[config.mk]
export PLATFORM = sky130hd
export DESIGN_NAME = irq_route_agg
export DESIGN_NICKNAME = d
export VERILOG_FILES = /design/src/rtl/irq_route_pkg.sv /design/src/rtl/irq_src_front.sv /design/src/rtl/irq_line_ctl.sv /design/src/rtl/irq_route_agg.sv
export SDC_FILE = /design/constraint.sdc
export NUM_CORES = 1
export LEC_CHECK = 0
export BUFFER_PORTS_ARGS = -buffer_cell sky130_fd_sc_hd__buf_2
export CAP_MARGIN = 0
export CORE_MARGIN = 1
export CORE_UTILIZATION = 30
export DETAILED_ROUTE_END_ITERATION = 7
export PLACE_DENSITY_LB_ADDON = 0.1
export SLEW_MARGIN = 20
export SYNTH_ARGS = -nofsm -noshare
export SYNTH_HDL_FRONTEND = slang
export SYNTH_SLANG_ARGS = --single-unit
[constraint.sdc]
create_clock -name clk -period 2.15 [get_ports clk]
set_clock_uncertainty 0.05 [all_clocks]
set_input_delay 0.215 -clock clk [delete_from_list [all_inputs] [get_ports clk]]
set_output_delay 0.215 -clock clk [all_outputs]
set_load 0.1 [all_outputs]
[src/rtl/irq_route_pkg.sv]
package irq_route_pkg;

    parameter int NUM_SRC    = 9;
    parameter int NUM_LINE   = 3;
    parameter int DATA_W     = 32;
    parameter int ADDR_W     = 4;
    parameter int PEND_LSB   = 16;

    localparam int LINE_IDX_W = (NUM_LINE > 1) ? $clog2(NUM_LINE) : 1;
    localparam int WORD_IDX_W = ADDR_W - 2;

    typedef logic [NUM_SRC-1:0] src_vec_t;
    typedef logic [DATA_W-1:0]  word_t;

    typedef enum logic [1:0] {
        REG_NONE = 2'd0,
        REG_POL  = 2'd1,
        REG_LINE = 2'd2
    } reg_kind_e;

    typedef struct packed {
        reg_kind_e             kind;
        logic [LINE_IDX_W-1:0] line;
    } bus_dec_t;

    typedef struct packed {
        src_vec_t en;
        src_vec_t pend;
    } line_state_t;

    function automatic bus_dec_t decode_addr(input logic [ADDR_W-1:0] a);
        bus_dec_t d;
        int unsigned w;
        d.kind = REG_NONE;
        d.line = '0;
        w = int'(a[ADDR_W-1:2]);
        if (a[1:0] == 2'b00) begin
            if (w == 0) begin
                d.kind = REG_POL;
            end else if (w <= NUM_LINE) begin
                d.kind = REG_LINE;
                d.line = LINE_IDX_W'(w - 1);
            end
        end
        return d;
    endfunction

    function automatic word_t pack_line(input line_state_t s);
        word_t w;
        w = '0;
        w[NUM_SRC-1:0]            = s.en;
        w[PEND_LSB +: NUM_SRC]    = s.pend;
        return w;
    endfunction

    function automatic word_t pack_pol(input src_vec_t p);
        word_t w;
        w = '0;
        w[NUM_SRC-1:0] = p;
        return w;
    endfunction

    function automatic src_vec_t ack_field(input word_t w);
        return w[PEND_LSB +: NUM_SRC];
    endfunction

    function automatic src_vec_t en_field(input word_t w);
        return w[NUM_SRC-1:0];
    endfunction

endpackage

[src/rtl/irq_src_front.sv]
module irq_src_front
    import irq_route_pkg::*;
#(
    parameter src_vec_t POL_RST = '0
) (
    input  logic     clk,
    input  logic     rst,
    input  src_vec_t raw,
    input  src_vec_t pol,
    output src_vec_t active
);

    src_vec_t sync1_q;
    src_vec_t sync2_q;

    // Two-flop resynchroniser; reset to the idle level of the reset polarity
    always_ff @(posedge clk) begin
        if (rst) begin
            sync1_q <= ~POL_RST;
            sync2_q <= ~POL_RST;
        end else begin
            sync1_q <= raw;
            sync2_q <= sync1_q;
        end
    end

    // Polarity correction: a source is active when its level equals its polarity bit
    always_comb begin
        active = ~(sync2_q ^ pol);
    end

endmodule

[src/rtl/irq_line_ctl.sv]
module irq_line_ctl
    import irq_route_pkg::*;
(
    input  logic        clk,
    input  logic        rst,
    input  logic        wr_sel,
    input  word_t       wdata,
    input  src_vec_t    active,
    output line_state_t state,
    output logic        req
);

    line_state_t st_q;
    line_state_t st_d;
    src_vec_t    clr_mask;

    always_comb begin
        clr_mask  = wr_sel ? ack_field(wdata) : '0;
        st_d.en   = wr_sel ? en_field(wdata) : st_q.en;
        // acknowledge first, then a live source sets the flag again
        st_d.pend = (st_q.pend & ~clr_mask) | active;
    end

    always_ff @(posedge clk) begin
        if (rst) begin
            st_q <= '0;
            req  <= 1'b0;
        end else begin
            st_q <= st_d;
            req  <= |(st_q.en & st_q.pend);
        end
    end

    assign state = st_q;

    assert_set_wins_R6: assert property (@(posedge clk) disable iff (rst)
        (|active) |=> ((st_q.pend & $past(active)) == $past(active)));

    assert_w1c_R5: assert property (@(posedge clk) disable iff (rst)
        wr_sel |=> ((st_q.pend & $past(ack_field(wdata) & ~active)) == '0));

    assert_hold_pend_R4: assert property (@(posedge clk) disable iff (rst)
        !wr_sel |=> (st_q.pend == ($past(st_q.pend) | $past(active))));

    assert_en_write_R3: assert property (@(posedge clk) disable iff (rst)
        wr_sel |=> (st_q.en == $past(en_field(wdata))));

    assert_en_hold_R3: assert property (@(posedge clk) disable iff (rst)
        !wr_sel |=> $stable(st_q.en));

endmodule

[src/rtl/irq_route_agg.sv]
module irq_route_agg
    import irq_route_pkg::*;
(
    input  logic                 clk,
    input  logic                 rst,
    input  logic [ADDR_W-1:0]    bus_addr,
    input  logic                 bus_wr,
    input  logic                 bus_rd,
    input  logic [DATA_W-1:0]    bus_wdata,
    output logic [DATA_W-1:0]    bus_rdata,
    input  logic [NUM_SRC-1:0]   src_raw,
    output logic [NUM_LINE-1:0]  irq_out
);

    localparam src_vec_t POL_RST = '0;

    bus_dec_t    dec;
    src_vec_t    pol_q;
    src_vec_t    active;
    line_state_t line_st [NUM_LINE];
    word_t       rd_word;
    word_t       rdata_q;

    always_comb begin
        dec = decode_addr(bus_addr);
    end

    always_ff @(posedge clk) begin
        if (rst) begin
            pol_q <= POL_RST;
        end else if (bus_wr && dec.kind == REG_POL) begin
            pol_q <= en_field(bus_wdata);
        end
    end

    irq_src_front #(
        .POL_RST (POL_RST)
    ) front_i (
        .clk    (clk),
        .rst    (rst),
        .raw    (src_raw),
        .pol    (pol_q),
        .active (active)
    );

    for (genvar g = 0; g < NUM_LINE; g++) begin : g_line
        logic sel;
        assign sel = bus_wr && (dec.kind == REG_LINE) &&
                     (dec.line == LINE_IDX_W'(g));
        irq_line_ctl line_i (
            .clk    (clk),
            .rst    (rst),
            .wr_sel (sel),
            .wdata  (bus_wdata),
            .active (active),
            .state  (line_st[g]),
            .req    (irq_out[g])
        );
    end

    always_comb begin
        rd_word = '0;
        case (dec.kind)
            REG_POL:  rd_word = pack_pol(pol_q);
            REG_LINE: rd_word = pack_line(line_st[dec.line]);
            default:  rd_word = '0;
        endcase
    end

    always_ff @(posedge clk) begin
        if (rst) begin
            rdata_q <= '0;
        end else begin
            rdata_q <= bus_rd ? rd_word : '0;
        end
    end

    assign bus_rdata = rdata_q;

    assert_unmapped_zero_R9: assert property (@(posedge clk) disable iff (rst)
        (bus_rd && dec.kind == REG_NONE) |=> (bus_rdata == '0));

    assert_idle_rdata_R10: assert property (@(posedge clk) disable iff (rst)
        !bus_rd |=> (bus_rdata == '0));

    assert_pol_write_R2: assert property (@(posedge clk) disable iff (rst)
        (bus_wr && dec.kind == REG_POL) |=> (pol_q == $past(en_field(bus_wdata))));

    assert_pol_keep_R9: assert property (@(posedge clk) disable iff (rst)
        (bus_wr && dec.kind == REG_NONE) |=> $stable(pol_q));

endmodule

Word-level counts from Yosys, hierarchy flattened
Cells that the tools add are included.

operators by class
  magnitude comparators = 1
  multiplexer cells = 10
  eq/ne operators = 4
  reductions and logical operators = 12
  add/sub/neg operators = 1
  bitwise logic cells = 16

operator list
  operator               number
  $and A9 B9 Y9          6
  $pmux W25 S2           1
  $bmux W18 S2           1
  $mux W18               2
  $not A9 Y9             4
  $mux W9                3
  $or A9 B9 Y9           3
  $reduce_or A9 Y1       3
  $xor A9 B9 Y9          1
  $logic_not A2 Y1       3
  $logic_and A1 B1 Y1    5
  $eq A2 B1 Y1 const B   2
  $eq A2 B2 Y1 const B   2
  $mux W2                2
  $mux W4                1
  $ge A3 B3 Y1 const B   1
  $not A2 Y3             1
  $reduce_or A2 Y1       1
  $sub A2 B1 Y2 const B  1
  $not A1 Y1             1

word-level totals
  flip-flop bits (word level) = 116

Longest topological paths before layout
  depth in word-level cells = 10
  depth in mapped cells = 6
  depth with buffers taken out = 3

Hierarchy
From an unflattened synthesis, not the netlist that was laid out.

unflattened totals
  cell total of the unflattened synthesis = 428
  area total of the unflattened synthesis = 4095.2 µm²

by module, submodules not included
  module         times used  area each (µm²)  cells an instance
  irq_line_ctl   3           708.2            73
  irq_route_agg  1           1407.6           163
  irq_src_front  1           563.0            46

Least setup slack after synthesis
No wires, ideal clock.

  kind = input-to-reg
  start = input port bus_addr[1]
  end = register rdata_q[8] (netlist: bus_rdata[8])
  arrival time = 1.294 ns
  setup time = 0.096 ns
  data required time = 2.004 ns
  stages on the path = 4
  slack = 0.711 ns
  path through = nor4b_4 > nand2_4 > buf_6 > o41ai_2

on the way
  longest elaborated chain between the ends = 7
  elaborated cells between the ends (all ways) = 9
  classes of those cells = eq/ne (2); mux (5); bitwise (1); reduce/logical (1)

RTL lines
  what                                          line                 RTL
  from (decl)                                   irq_route_agg.sv:6   input logic [ADDR_W-1:0] bus_addr,
  $logic_not A2 Y1 (*)                          irq_route_pkg.sv:37  if (a[1:0] == 2'b00) begin
  $mux W4 (*)                                   irq_route_pkg.sv:37
  $not A2 Y3 (not written as such)              irq_route_agg.sv:65  REG_LINE: rd_word = pack_line(line_st[dec.line]);
  $bmux W18 S2                                  irq_route_agg.sv:65
  $mux W18 (not written as such) (2 in series)  irq_route_agg.sv:65
  $pmux W25 S2 (*)                              irq_route_agg.sv:63  case (dec.kind)
  to (signal assigned)                          irq_route_agg.sv:74  rdata_q <= bus_rd ? rd_word : '0;
  to (decl)                                     irq_route_agg.sv:22  word_t rdata_q;

Mark *: on every way between the ends. The rest lies on a longest branch, timed or not. The select of a mux whose other input is x is not followed.
A chain may end at the register's enable or synchronous reset.

Worst setup path in the final report
  start = input port bus_addr[3]
  end = register rdata_q[7] (netlist: bus_rdata[7])

on the way
  longest elaborated chain between the ends = 8
  elaborated cells between the ends (all ways) = 12
  classes of those cells = add/sub (1); eq/ne (2); mux (7); bitwise (1); reduce/logical (1)

RTL lines
  what                                                      line                                      RTL
  $sub A2 B1 Y2 / $logic_not A2 Y1 (equally long branches)  irq_route_pkg.sv:42, irq_route_pkg.sv:38
  $mux W2                                                   irq_route_pkg.sv:38                       if (w == 0) begin
  $mux W4 (*)                                               irq_route_pkg.sv:37
  $not A2 Y3 (not written as such)                          irq_route_agg.sv:65
  $bmux W18 S2                                              irq_route_agg.sv:65
  $mux W18 (not written as such) (2 in series)              irq_route_agg.sv:65
  $pmux W25 S2 (*)                                          irq_route_agg.sv:63

Marked as above.

==> metrics.md <==
| Metric | Value |
|---|---|
| Drt total wl | `between 10000 and 15000 um` |
| Cell area after technology mapping | `0.00414 sq mm` |
| Share of final-layout standard cells stronger than drive strength 1 | `between 20% and 30%` |
| Adder-Cell Fraction of Synth Area | `0%` |
| Sequential element share of the synthesized area | `about 49%` |
| Via count of the first global-routing pass | `3337` |
| Largest net degree at the start of global routing | `85` |
| Wire length of the first global-routing pass | `between 15000 and 20000 um` |
| Timing-limited maximum frequency | `0.653 GHz` |
| Area delta synth->final | `19.9%` |
| Areal power density over the cells | `829 mW/mm^2` |
| Post-DR wirelength/cell | `17.0 um` |
| DIE AREA | `0.0143 sq mm` |
| WP data required | `2.33 ns` |
| Number of input and output port buffers inserted | `55` |
| Worst slack, placed | `about 0.21 ns` |
| Starting utilization of the core area | `31.0%` |
| Global placement routability congestion | `0.775` |
| CTS Root Buffer Type | `clkbuf_16` |
| Row Count | `42` |
| Min-delay worst type | `in -> reg` |
| Residual overflow from global routing | `0` |
| Most used flip-flop cell after synthesis | `dfxtp_1` |
| Transition at the pin with the smallest max-transition slack | `around 0.88 ns` |
| Area leader, netlist | `dfxtp_1` |
| Number of pins exceeding their max-slew limit in the final report | `0` |
| Unrepaired setup endpoints after global routing | `no` |
| Mux share of post-synthesis cell area | `2.18%` |
| Number of antenna repair diodes | `0` |
| Category of the most critical setup path | `in -> reg` |
| Yosys reg bits | `102` |
| Outcome | `finished, final reports clean` |
| Hold-fix buffers, CTS | `9` |
| Compound-Gate Fraction of Synth Area | `23.6%` |
| Setup violators final | `0` |
| Static leakage | `between 1.5 and 2 nW` |
| Instance count of the mapped netlist | `456` |
| Dominant combinational cell family by area after synthesis | `compound AO/OA/AOI/OAI gates` |
| Overall Power | `4.11 mW` |
| Total DRC errors in the routed layout | `0` |
| Worst-skew pair later-pin latency | `between 0.3 and 0.4 ns` |
| Antenna Nets Post-Route | `0` |
| Critical path startpoint category | `input pin` |
| Std-Cell Core Area | `around 0.013 sq mm` |
| Post-layout worst setup margin | `around 0.62 ns` |
| Time the worst path needs with I/O delays and setup | `1.53 ns` |
| Number of buffers created by CTS | `9` |
| X dimension of the die | `119 um` |
| Number of distinct library cell variants in the gate-level netlist after synthesis | `33` |
| DPL Wire Length | `7670 um` |
| Xor and xnor area share after synthesis | `1.91%` |
| Post-Route Setup TNS | `0 ns` |
| Final core utilization | `a little under two fifths` |
| TritonCTS Sinks | `102` |
| Post-route cell area | `0.00496 sq mm` |
| Number of levels the H-tree was split into | `3` |
| Count of buffers added by post-CTS timing repair for setup | `0` |
| Final number of hold-violating endpoints | `0` |
| CTS resizes | `0` |
| 1st-pass router iterations | `6` |
| Via total after detailed routing | `about 3400` |
| Max clock buf depth | `2` |
| Vert. Die Dim | `119 um` |
| Element type at the critical path end | `flop` |
| IR Drop Worst-Case VDD | `between 0.0003 and 0.0004 V` |
| Nets@finish | `558` |
| Number of warnings issued by yosys | `0` |
| Synthesized-area fraction occupied by and/or/nand/nor cells | `15.0%` |
| Post-synthesis area per instance | `9.07 sq um` |
| Top cells by area in the synthesized netlist | `dfxtp_1 49%, a21oi_1 7.6%, nand3_1 5.4%` |
| Dpl cell area | `0.00456 sq mm` |
| Share of the clock period used by the worst path after layout | `slightly above 70%` |
| Worst relative slew slack | `around 41%` |
| Violation count after the first detailed-route iteration | `255` |
| Proportion of netlist area held by the largest area contributor | `49.4%` |
| Commonest non-fill, non-tap cell in the layout | `dfxtp_1` |
| Commonest cells after routing, fill and taps aside | `102 x dfxtp_1, 63 x a21oi_1, 55 x buf_2` |
| TritonCTS clock tree | `done` |
| Arrival time of the worst setup path | `1.71 ns` |
| I/O pin count | `between 80 and 90` |
| Largest fanout of any net on the critical path | `13` |
| Max-Cap Viols | `0` |
| Number of antenna violations at the first check in global routing | `0` |
| CTS clk-pin slew, worst paths | `0.07 ns` |
| EDFF count, synth | `0` |
| Total global routing track utilization | `17.3%` |
| Post-DR vias/cell | `~5` |
| Share of synthesized registers carrying an async set or reset | `0%` |
## cells in the mapped netlist (8+ instances only)
library cell / number
mux2i_1: 9
buf_2: 10
nor3b_1: 9
o31ai_1: 27
a21oi_1: 63
a211oi_1: 9
o21ai_0: 36
xor2_1: 9
inv_1: 9
buf_4: 17
nor2_1: 28
o41ai_1: 8
clkbuf_1: 25
nand3_1: 45
dfxtp_1: 102
or2_2: 19
## power by group
group | internal, mW | switching [mW]
Clock | 0.966 | 0.706
Combinational | 0.126 | 0.326
Sequential | 1.95 | 0.0401
Total | 3.04 | 1.07
## path summary, 6_finish.rpt
kind,from,to,slack [ns],cells past startpoint
hold / removal,bus_wdata[1],g_line[1].line_i.state[10]$_SDFFE_PP0N_,0.11,3
setup / recovery,bus_addr[3],bus_rdata[7]$_SDFF_PP0_,0.62,5
setup reg to reg,g_line[0].line_i.state[1]$_SDFF_PP0_,g_line[0].line_i.req$_SDFF_PP0_,0.83,3
hold reg to reg,front_i.sync1_q[5]$_SDFF_PP1_,front_i.sync2_q[5]$_SDFF_PP1_,0.36,1
## per-layer routing
layer	vias to the layer above	wire [um]	track usage [%]
met2	89	5040	25.3
met1	1617	5930	25.1
met4	0	188	6.80
met3	11	559	2.97
li1	1718	-	-
met5	-	0	0
## cell families after synthesis
group,after synthesis
AOI/OAI and AO/OA,159
other,1
DFF,102
buffers and inverters,64
xor gates and xnor gates,9
muxes,9
and+or+nand+nor,112
## worst max-delay path, stage by stage
cell and delay [ns]:
buf_2 0.17, nor3b_4 0.62, buf_4 0.28, nor2_1 0.05
o41ai_1 0.37
## flip-flops by register name (all words and copies together), names as in the netlist
signal,flops
g_line.line_i.req,3
pol_q,9
front_i.sync2_q,9
g_line.line_i.state,54
front_i.sync1_q,9
bus_rdata,18
## final cells by class
class | instances | area, sq um
well taps | 176 | 220
multi-input cells | 303 | 1830
clock buffers | 13 | 260
flip-flops and latches | 102 | 2040
fillers | 1392 | 8390
repair buffers | 84 | 528
clock inverters | 3 | 42.5
inverters | 9 | 33.8
## per-stage QoR
step                std cells  hold WS (ns)
floorplan                 469         0.269
global placement          665         0.344
detailed placement        665         0.342
CTS                       690        0.0929
global route              690         0.115
finish                    690         0.113
No activity file was read; power rests on OpenSTA's default activity.
